<file path="src/rtl/lss_pkg.sv">
package lss_pkg;

   typedef enum logic [2:0] {
      ST_IDLE,
      ST_CHECK,
      ST_POP,
      ST_LAUNCH,
      ST_WAIT,
      ST_PUSH
   } seq_state_e;

endpackage

</file>
<file path="src/rtl/lss_stripe_net.sv">
// Pure wiring permutation between element-major bytes and a bit-interleaved
// lane bus. INVERSE selects which side the interleaved form is on.
module lss_stripe_net #(
   parameter int LANES   = 2,
   parameter int BYTE_W  = 8,
   parameter bit INVERSE = 1'b0
) (
   input  logic [LANES*BYTE_W-1:0] din,
   output logic [LANES*BYTE_W-1:0] dout
);
   localparam int TOTAL = LANES * BYTE_W;

   for (genvar q = 0; q < TOTAL; q++) begin : g_bit
      localparam int ELEM_POS = (q % LANES) * BYTE_W + (q / LANES);
      if (INVERSE) begin : g_inv
         assign dout[ELEM_POS] = din[q];
      end else begin : g_fwd
         assign dout[q] = din[ELEM_POS];
      end
   end

endmodule

</file>
<file path="src/rtl/lss_tx_gather.sv">
module lss_tx_gather #(
   parameter int LANES  = 2,
   parameter int BYTE_W = 8,
   parameter int IDX_W  = 1
) (
   input  logic                     clk,
   input  logic                     rst_n,
   input  logic                     wr_i,
   input  logic [IDX_W-1:0]         wr_idx_i,
   input  logic [BYTE_W-1:0]        data_i,
   input  logic                     striped_i,
   output logic [LANES*BYTE_W-1:0]  lane_tx_o
);
   logic [LANES*BYTE_W-1:0] elem_q;
   logic [LANES*BYTE_W-1:0] interleaved;

   for (genvar j = 0; j < LANES; j++) begin : g_elem
      always_ff @(posedge clk or negedge rst_n) begin
         if (!rst_n) begin
            elem_q[j*BYTE_W +: BYTE_W] <= '0;
         end else if (wr_i && (wr_idx_i == IDX_W'(j))) begin
            elem_q[j*BYTE_W +: BYTE_W] <= data_i;
         end
      end
   end

   lss_stripe_net #(
      .LANES  (LANES),
      .BYTE_W (BYTE_W),
      .INVERSE(1'b0)
   ) u_fwd (
      .din (elem_q),
      .dout(interleaved)
   );

   for (genvar j = 0; j < LANES; j++) begin : g_lane
      assign lane_tx_o[j*BYTE_W +: BYTE_W] =
         striped_i ? interleaved[j*BYTE_W +: BYTE_W] : elem_q[BYTE_W-1:0];
   end

endmodule

</file>
<file path="src/rtl/lss_rx_collect.sv">
module lss_rx_collect #(
   parameter int LANES  = 2,
   parameter int BYTE_W = 8,
   parameter int IDX_W  = 1
) (
   input  logic                     clk,
   input  logic                     rst_n,
   input  logic                     arm_i,
   input  logic [LANES-1:0]         lane_done_i,
   input  logic [LANES*BYTE_W-1:0]  lane_rx_i,
   input  logic                     striped_i,
   input  logic [IDX_W-1:0]         rd_idx_i,
   output logic                     all_done_o,
   output logic [BYTE_W-1:0]        rd_byte_o
);
   logic [LANES-1:0]        seen_q;
   logic [LANES*BYTE_W-1:0] raw_q;
   logic [LANES*BYTE_W-1:0] deinter;

   always_ff @(posedge clk or negedge rst_n) begin
      if (!rst_n) begin
         seen_q <= '0;
      end else if (arm_i) begin
         seen_q <= '0;
      end else begin
         seen_q <= seen_q | lane_done_i;
      end
   end

   for (genvar j = 0; j < LANES; j++) begin : g_cap
      always_ff @(posedge clk or negedge rst_n) begin
         if (!rst_n) begin
            raw_q[j*BYTE_W +: BYTE_W] <= '0;
         end else if (lane_done_i[j] && !seen_q[j] && !arm_i) begin
            raw_q[j*BYTE_W +: BYTE_W] <= lane_rx_i[j*BYTE_W +: BYTE_W];
         end
      end
   end

   lss_stripe_net #(
      .LANES  (LANES),
      .BYTE_W (BYTE_W),
      .INVERSE(1'b1)
   ) u_inv (
      .din (raw_q),
      .dout(deinter)
   );

   assign all_done_o = &seen_q;

   always_comb begin
      rd_byte_o = raw_q[BYTE_W-1:0];
      if (striped_i) begin
         for (int j = 0; j < LANES; j++) begin
            if (rd_idx_i == IDX_W'(j)) begin
               rd_byte_o = deinter[j*BYTE_W +: BYTE_W];
            end
         end
      end
   end

endmodule

</file>
<file path="src/rtl/lss_ctrl.sv">
module lss_ctrl
   import lss_pkg::*;
#(
   parameter int LANES = 2,
   parameter int LVL_W = 6,
   parameter int IDX_W = 1
) (
   input  logic             clk,
   input  logic             rst_n,
   input  logic             flush_i,
   input  logic             striped_mode_i,
   input  logic             linear_mode_i,
   input  logic             clr_flags_i,
   input  logic [LVL_W-1:0] tx_level_i,
   input  logic             rx_full_i,
   input  logic             all_done_i,
   output logic             tx_pop_o,
   output logic             buf_wr_o,
   output logic [IDX_W-1:0] idx_o,
   output logic             launch_o,
   output logic             rx_push_o,
   output logic             striped_q_o,
   output logic             busy_o,
   output logic             tx_underflow_o,
   output logic             rx_overflow_o
);
   localparam logic [LVL_W-1:0] NEED_STRIPED = LVL_W'(LANES);
   localparam logic [LVL_W-1:0] NEED_SINGLE  = LVL_W'(1);
   localparam logic [IDX_W-1:0] LAST_STRIPED = IDX_W'(LANES - 1);

   seq_state_e       state_q, state_d;
   logic [IDX_W-1:0] cnt_q, cnt_d;
   logic             striped_q, striped_d;
   logic             uf_q, ov_q;
   logic             uf_set, ov_set;
   logic             last_elem;
   logic             can_start;

   assign last_elem = (cnt_q == (striped_q ? LAST_STRIPED : '0));
   assign can_start = tx_level_i >= (striped_mode_i ? NEED_STRIPED : NEED_SINGLE);

   always_comb begin
      state_d   = state_q;
      cnt_d     = cnt_q;
      striped_d = striped_q;
      tx_pop_o  = 1'b0;
      buf_wr_o  = 1'b0;
      launch_o  = 1'b0;
      rx_push_o = 1'b0;
      uf_set    = 1'b0;
      ov_set    = 1'b0;
      unique case (state_q)
         ST_IDLE: begin
            if (flush_i) state_d = ST_CHECK;
         end
         ST_CHECK: begin
            if (can_start) begin
               striped_d = striped_mode_i;
               cnt_d     = '0;
               state_d   = ST_POP;
            end else begin
               uf_set  = !linear_mode_i;
               state_d = ST_IDLE;
            end
         end
         ST_POP: begin
            tx_pop_o = 1'b1;
            buf_wr_o = 1'b1;
            if (last_elem) begin
               state_d = ST_LAUNCH;
            end else begin
               cnt_d = cnt_q + 1'b1;
            end
         end
         ST_LAUNCH: begin
            launch_o = 1'b1;
            state_d  = ST_WAIT;
         end
         ST_WAIT: begin
            if (all_done_i) begin
               cnt_d   = '0;
               state_d = ST_PUSH;
            end
         end
         ST_PUSH: begin
            if (rx_full_i) ov_set    = 1'b1;
            else           rx_push_o = 1'b1;
            if (last_elem) begin
               state_d = ST_CHECK;
            end else begin
               cnt_d = cnt_q + 1'b1;
            end
         end
         default: state_d = ST_IDLE;
      endcase
   end

   always_ff @(posedge clk or negedge rst_n) begin
      if (!rst_n) begin
         state_q   <= ST_IDLE;
         cnt_q     <= '0;
         striped_q <= 1'b0;
      end else begin
         state_q   <= state_d;
         cnt_q     <= cnt_d;
         striped_q <= striped_d;
      end
   end

   // Sticky flags: a set in the same cycle as a clear wins.
   always_ff @(posedge clk or negedge rst_n) begin
      if (!rst_n) begin
         uf_q <= 1'b0;
         ov_q <= 1'b0;
      end else begin
         uf_q <= uf_set | (uf_q & ~clr_flags_i);
         ov_q <= ov_set | (ov_q & ~clr_flags_i);
      end
   end

   assign idx_o          = cnt_q;
   assign striped_q_o    = striped_q;
   assign busy_o         = (state_q != ST_IDLE);
   assign tx_underflow_o = uf_q;
   assign rx_overflow_o  = ov_q;

endmodule

</file>
<file path="src/rtl/lane_stripe_seq.sv">
module lane_stripe_seq #(
   parameter int LANES  = 2,
   parameter int BYTE_W = 8,
   parameter int LVL_W  = 6
) (
   input  logic                     clk,
   input  logic                     rst_n,
   input  logic                     flush_i,
   input  logic                     striped_mode_i,
   input  logic                     linear_mode_i,
   input  logic                     clr_flags_i,
   input  logic [LVL_W-1:0]         tx_level_i,
   input  logic [BYTE_W-1:0]        tx_data_i,
   output logic                     tx_pop_o,
   input  logic                     rx_full_i,
   output logic                     rx_push_o,
   output logic [BYTE_W-1:0]        rx_data_o,
   output logic [LANES-1:0]         lane_req_o,
   output logic [LANES*BYTE_W-1:0]  lane_tx_o,
   input  logic [LANES-1:0]         lane_done_i,
   input  logic [LANES*BYTE_W-1:0]  lane_rx_i,
   output logic                     busy_o,
   output logic                     tx_underflow_o,
   output logic                     rx_overflow_o
);
   localparam int IDX_W = (LANES > 1) ? $clog2(LANES) : 1;

   if (LANES < 1) begin : g_bad_lanes
      $error("lane_stripe_seq: LANES must be at least 1");
   end
   if (BYTE_W < 1) begin : g_bad_width
      $error("lane_stripe_seq: BYTE_W must be at least 1");
   end
   if (LANES > (2 ** LVL_W) - 1) begin : g_bad_level
      $error("lane_stripe_seq: LVL_W too narrow to express a full group");
   end

   logic             buf_wr;
   logic [IDX_W-1:0] idx;
   logic             launch;
   logic             striped_q;
   logic             all_done;

   lss_ctrl #(
      .LANES(LANES),
      .LVL_W(LVL_W),
      .IDX_W(IDX_W)
   ) u_ctrl (
      .clk           (clk),
      .rst_n         (rst_n),
      .flush_i       (flush_i),
      .striped_mode_i(striped_mode_i),
      .linear_mode_i (linear_mode_i),
      .clr_flags_i   (clr_flags_i),
      .tx_level_i    (tx_level_i),
      .rx_full_i     (rx_full_i),
      .all_done_i    (all_done),
      .tx_pop_o      (tx_pop_o),
      .buf_wr_o      (buf_wr),
      .idx_o         (idx),
      .launch_o      (launch),
      .rx_push_o     (rx_push_o),
      .striped_q_o   (striped_q),
      .busy_o        (busy_o),
      .tx_underflow_o(tx_underflow_o),
      .rx_overflow_o (rx_overflow_o)
   );

   lss_tx_gather #(
      .LANES (LANES),
      .BYTE_W(BYTE_W),
      .IDX_W (IDX_W)
   ) u_gather (
      .clk      (clk),
      .rst_n    (rst_n),
      .wr_i     (buf_wr),
      .wr_idx_i (idx),
      .data_i   (tx_data_i),
      .striped_i(striped_q),
      .lane_tx_o(lane_tx_o)
   );

   lss_rx_collect #(
      .LANES (LANES),
      .BYTE_W(BYTE_W),
      .IDX_W (IDX_W)
   ) u_collect (
      .clk        (clk),
      .rst_n      (rst_n),
      .arm_i      (launch),
      .lane_done_i(lane_done_i),
      .lane_rx_i  (lane_rx_i),
      .striped_i  (striped_q),
      .rd_idx_i   (idx),
      .all_done_o (all_done),
      .rd_byte_o  (rx_data_o)
   );

   assign lane_req_o = {LANES{launch}};

endmodule

</file>
<file path="config.mk">
export PLATFORM = sky130hd
export DESIGN_NAME = lane_stripe_seq
export DESIGN_NICKNAME = d
export VERILOG_FILES = /design/src/rtl/lss_pkg.sv /design/src/rtl/lss_stripe_net.sv /design/src/rtl/lss_tx_gather.sv /design/src/rtl/lss_rx_collect.sv /design/src/rtl/lss_ctrl.sv /design/src/rtl/lane_stripe_seq.sv
export SDC_FILE = /design/constraint.sdc
export NUM_CORES = 1
export LEC_CHECK = 0
export BUFFER_PORTS_ARGS = -buffer_cell sky130_fd_sc_hd__buf_2
export CORE_MARGIN = 2
export CORE_UTILIZATION = 45
export DETAILED_ROUTE_END_ITERATION = 6
export GPL_TIMING_DRIVEN = 0
export PLACE_DENSITY = 0.75
export SYNTH_ARGS = -nofsm -noshare
export SYNTH_HDL_FRONTEND = slang
export SYNTH_SLANG_ARGS = --single-unit
</file>
<file path="constraint.sdc">
create_clock -name clk -period 1.4 [get_ports clk]
set_input_delay 0.21 -clock clk [delete_from_list [all_inputs] [get_ports clk]]
set_output_delay 0.21 -clock clk [all_outputs]
set_load 0.1 [all_outputs]
</file>
# --- Word-level counts from Yosys, hierarchy flattened ---
# Index checks and enable logic that the tools add are counted.
classes:
  addsub: 1
  magnitude_cmp: 1
  eq_ne: 12
  mux: 25
  bitwise: 7
  reduce_logical: 18
ops:
  columns: ["operator", "count"]
  rows:
  - ["$mux 8", 4]
  - ["$pmux 3 s6", 1]
  - ["$mux 1", 12]
  - ["$mux 3", 4]
  - ["$reduce_and 4->1", 2]
  - ["$eq 3x2->1 const B", 2]
  - ["$eq 3x3->1 const B", 2]
  - ["$ge 6x6->1", 1]
  - ["$logic_and 1x1->1", 6]
  - ["$mux 2", 3]
  - ["$ne 2x1->1 const B", 3]
  - ["$ne 2x2->1 const B", 3]
  - ["$reduce_bool 3->1", 2]
  - ["$logic_not 1->1", 4]
  - ["$reduce_and 2->1", 2]
  - ["$eq 3x1->1 const B", 1]
  - ["$logic_not 3->1", 1]
  - ["$pmux 1 s3", 1]
  - ["$and 1x1->1", 2]
  - ["$not 1->1", 2]
  - ["$or 1x1->1", 2]
  - ["$or 2x2->2", 1]
  - ["$reduce_or 2->1", 1]
  - ["$add 1x1->1 const B", 1]
  - ["$eq 1x1->1", 1]
totals:
  register_bits: 41
  inputBits: 39
  output_inout_bits: 31
  wordCells: 74

# --- Longest topological paths before layout ---
logic_depth:
  depth_word: 5
  depth_mapped: 6
  depth_no_buf: 6

# --- Hierarchy ---
# Synthesis repeated with hierarchy kept, for this count alone.
hier_totals:
  cells_unflattened: 227
  hier_area_um2: 2407.3
by_module_without_submodules:
  columns: ["mod", "instances", "cells_per_inst", "area_per_inst_um2", "seq_area_each_um2"]
  rows:
  - ["lss_rx_collect", 1, 68, 853.3, 450.4]
  - ["lss_tx_gather", 1, 77, 822.0, 400.4]
  - ["lss_ctrl", 1, 48, 476.7, 175.2]
  - ["lss_stripe_net", 2, 16, 120.1, 0.0]
  - ["lane_stripe_seq", 1, 2, 15.0, 0.0]

# --- Worst setup path after synthesis ---
# Ideal clock, no wire load.
synth_timing:
  kind: "register to output"
  start: "register u_ctrl.striped_q (netlist: u_ctrl.striped_q_o)"
  end: "output port rx_data_o[1]"
  t_arrival_ps: 2235
  t_required_ps: 1190
  slack_ps: -1045
  path_stages_with_launch: 4
  path_cell_list: "dfrtp_1 clkbuf_1 clkbuf_1 a21oi_1"
synth_between:
  elab_chain_cells: 1
synth_lines:
  columns: ["item", "line", "rtl"]
  rows:
  - ["start, declared", "lss_ctrl.sv:33", "logic striped_q, striped_d;"]
  - ["start signal, assigned", "lss_ctrl.sv:106", "striped_q <= striped_d;"]
  - ["$mux 8", "lss_rx_collect.sv:53", "if (striped_i) begin"]
  - ["end, declared", "lane_stripe_seq.sv:17", "output logic [BYTE_W-1:0] rx_data_o,"]
# No other way between the ends.

# --- Worst setup path in the final report ---
layout_timing:
  start: "register u_ctrl.cnt_q (netlist: u_ctrl.idx_o)"
  end: "output port rx_data_o[0]"
layout_between:
  elab_chain_cells: 2
layout_lines:
  columns: ["item", "line", "rtl"]
  rows:
  - ["start, declared", "lss_ctrl.sv:32", "logic [IDX_W-1:0] cnt_q, cnt_d;"]
  - ["start signal, assigned", "lss_ctrl.sv:105", "cnt_q <= cnt_d;"]
  - ["$mux 8", "lss_rx_collect.sv:55", "if (rd_idx_i == IDX_W'(j)) begin"]
  - ["$mux 8", "lss_rx_collect.sv:53", null]
# No other way between the ends.

==> results.txt <==
----------------------------------------------------
[Logic synthesis]
  Top post-synthesis cells by area ... sky130_fd_sc_hd__dfrtp_1 (50%), sky130_fd_sc_hd__mux2_2 (19%), sky130_fd_sc_hd__nand2_1 (6.2%), sky130_fd_sc_hd__mux2i_1 (3.9%), sky130_fd_sc_hd__nand2b_1 (3.3%)
  Share of synthesized flip-flops with an asynchronous set or reset ... 100%
  Simple-gate share of the synthesized area ... 15.4%
  Cell type with the highest aggregate area in the netlist ... sky130_fd_sc_hd__dfrtp_1
  Synthesized instance count ... 193
  Top-count cell post-synth ... sky130_fd_sc_hd__dfrtp_1
  Proportion of netlist area held by the largest area contributor ... 49.6%
  Total nets after synthesis ... 234
  Compound-Gate Fraction of Synth Area ... 6.05%
  Ys Warns ... 0
  Flip-flop and latch count after synthesis ... 41
  Dominant combinational cell family by area after synthesis ... multiplexers
  Dominant synthesized flop cell ... sky130_fd_sc_hd__dfrtp_1
  Synth Area in Adders ... 1.21%
  Sequential fraction of the synthesis area ... 49.6%
  Mapped Area ... 0.00207 mm^2
  Mux contribution to synthesized area ... 23.1%
  Post-synth EDFFs ... 0
  XOR/XNOR share of the synthesized area ... 0.423%
  List of most frequent post-synthesis cells ... sky130_fd_sc_hd__dfrtp_1 (41), sky130_fd_sc_hd__mux2_2 (34), sky130_fd_sc_hd__nand2_1 (34)
  Post-synthesis cell type count ... 30
  Synthesized area per cell ... 10.7 um^2

[STA]
  Max-slew violation count ... 0
  RSZ-0062 raised after global routing ... yes
  Tmin final ... 1700 ps
  Share of the clock period used by the worst path ... 121%
  Max-slew headroom at the worst pin ... 37.5%
  Setup-failing EPs final ... 62
  Slew at the pin with the worst max-slew slack ... 938 ps
  Total negative slack ... -9440 ps
  Worst Setup Slack, final ... -299 ps
  Max Freq ... 589 MHz
  Hold Worst Slack ... 50.9 ps
  Clock Skew ... 3.66 ps
  Hold violation count in the final report ... 0

[Global routing]
  GRT Residual Overflow ... 0
  GRT Total Usage ... 25.7%
  Number of global-route vias before repair ... 2015
  Largest net degree at the start of global routing ... 42
  First-pass GRT wire length ... 10100 um
  Number of antenna violations at the first check in global routing ... 0

[CTS]
  Number of sinks on the clock net ... 41
  Buffer levels on the longest clock path ... 2
  Number of H-tree branching levels ... 2
  Clock root buffer master ... sky130_fd_sc_hd__clkbuf_8
  Clock-pin slew on the worst setup and hold paths ... 80 ps
  Number of hold buffers added after cts ... 0
  Worst skew pair latency ... 300 ps
  Number of buffers inserted during clock tree synthesis ... 5
  Clock tree from TritonCTS ... yes

[Die]
  Die outline area ... 0.00516 mm^2
  Starting utilization of the core area ... 47.2%
  Area of the core ... 0.00438 mm^2
  Ports ... 70
  Vertical die dimension ... 71.8 um
  Number of core rows ... 24
  Horizontal extent of the die ... 71.8 um

[Setup path]
  Terminus of the critical flop-to-flop path ... u_ctrl.striped_q_o
  Type of element capturing the critical path ... primary output
  Path type of the worst setup path ... flip-flop to primary output
  Critical Path Source ... u_ctrl.idx_o
  Launching point of the worst reg2reg path ... u_ctrl.state_q[1]
  CP Launch Type ... flip-flop
  Number of cell instances on the worst register-to-register path ... 5
  Critical path required time ... 1190 ps
  Register-to-register setup slack ... -130 ps
  Critical path arrival ... 1490 ps
  Largest driver fanout on the critical path ... 10
  Capture point of the worst path ... rx_data_o[0]

[Detailed routing]
  Number of DRC markers after the initial detailed-route iteration ... 87
  Drt first pass iters ... 4
  Antenna Violating Nets Remaining ... 0
  Total via count after detailed routing ... 1898
  Routed wire length ... 7300 um
  Wire per inst ... 21.0 um
  DRC ... 0
  Via-to-Cell Ratio ... 5.47

[Hold path]
  Hold crit path type ... primary input to asynchronous set/reset pin

[Final layout]
  Number of nets in the final layout ... 335
  Antenna Diode Count ... 0
  Area Growth Syn to Fin ... 90.1%
  Cell Count, Final, Fillers Out ... 347
  Share of post-route cells with drive strength above 1 ... 71.2%

[Place]
  Total half-perimeter wirelength after legalization and detailed placement ... 3250 um
  Total of buffers placed on input and output ports ... 69
  Weighted congestion at the end of routability-driven global placement ... 0.792
  Cell total after placement ... 314

[Job]
  Max-cap violations ... 0

[Status]
  Status ... finished, violations left
  Failing checks ... setup timing

----------------------------------------------------
==> area by class of cell <==
type,count,area (um^2)
sequential,41,1030
clock inverter,1,30.0
inverter,7,50.0
buffer,12,169
clock buffer,7,86.3
timing repair buffer,94,1050
fill,165,449
tap,52,65.1
multi-input combinational,133,1460
==> through the flow <==
step	setup slack, ps	area [um^2]	utilization [%]
after floorplan	-141	2400	-
after global placement	-408	2810	64.0
after detailed placement	-411	2810	64.0
after CTS	-255	3740	85.3
after global routing	-336	3940	89.8
final	-299	3940	89.8
==> layer usage <==
layer / up-vias / wire length, um / part of all wire, % / track usage (%)
met4: 0 / 112 / 1.5 / 6.08
met2: 68 / 4040 / 55 / 44.9
met5: - / 0 / 0 / 0
li1: 851 / - / - / -
met3: 11 / 307 / 4.2 / 5.34
met1: 968 / 2840 / 39 / 32.8
==> critical path: stages (launching register included) <==
cell and delay (ps):
sky130_fd_sc_hd__dfrtp_1 420, sky130_fd_sc_hd__buf_12 180, sky130_fd_sc_hd__nand2_2 90, sky130_fd_sc_hd__mux2_4 320, sky130_fd_sc_hd__buf_12 170
==> cell families after synthesis <==
logic type / after synthesis
AO/OA/AOI/OAI: 18
buffers and inverters: 19
adder cells (fa/ha/maj): 2
flip-flops: 41
AND/OR/NAND/NOR: 69
XOR/XNOR: 1
multiplexers: 43
==> placed cells by master (no fill, tap or decap), types with 7 or more instances in the layout <==
| cell type | netlist | final |
|---|---|---|
| sky130_fd_sc_hd__buf_4 | 3 | 16 |
| sky130_fd_sc_hd__buf_12 | 0 | 32 |
| sky130_fd_sc_hd__nand2_1 | 34 | 9 |
| sky130_fd_sc_hd__buf_2 | 4 | 39 |
| sky130_fd_sc_hd__dfrtp_1 | 41 | 40 |
| sky130_fd_sc_hd__nand2_4 | 0 | 7 |
| sky130_fd_sc_hd__buf_6 | 0 | 10 |
| sky130_fd_sc_hd__clkbuf_8 | 0 | 7 |
| sky130_fd_sc_hd__nor2_1 | 13 | 10 |
| sky130_fd_sc_hd__mux2_4 | 1 | 35 |
| sky130_fd_sc_hd__nand2_2 | 0 | 15 |
| sky130_fd_sc_hd__a21oi_4 | 0 | 7 |
==> sequential cells by signal (all words and copies together), names as in the netlist <==
| name | cells |
|---|---|
| u_gather.elem_q | 16 |
| u_ctrl.idx_o | 1 |
| u_ctrl.rx_overflow_o | 1 |
| u_collect.raw_q | 16 |
| u_collect.seen_q | 2 |
| u_ctrl.tx_underflow_o | 1 |
| u_ctrl.striped_q_o | 1 |
| u_ctrl.state_q | 3 |
==> worst min path at each step <==
stage | endpoint | slack (ps) | cells past startpoint
global placement | u_gather.elem_q[0] | 390 | 1
global route | u_ctrl.tx_underflow_o | 100 | 2
finish | u_gather.elem_q[0] | 50 | 1
floorplan | u_collect.raw_q[0] | -90 | 0
detailed placement | u_gather.elem_q[0] | 390 | 1
CTS | u_gather.elem_q[0] | 60 | 1
==> repair_timing <==
| item | 4_1_cts | 5_1_grt |
|---|---|---|
| cloned | 0 | 2 |
| gates resized for setup | 174 | 29 |
| buffers inserted | 18 | 6 |
| pin swaps | 14 | 11 |
| setup endpoints to repair | 62 | 63 |
Power is not shown: default switching activity piles up to over one toggle a cycle in this logic, so the estimate is an artifact.
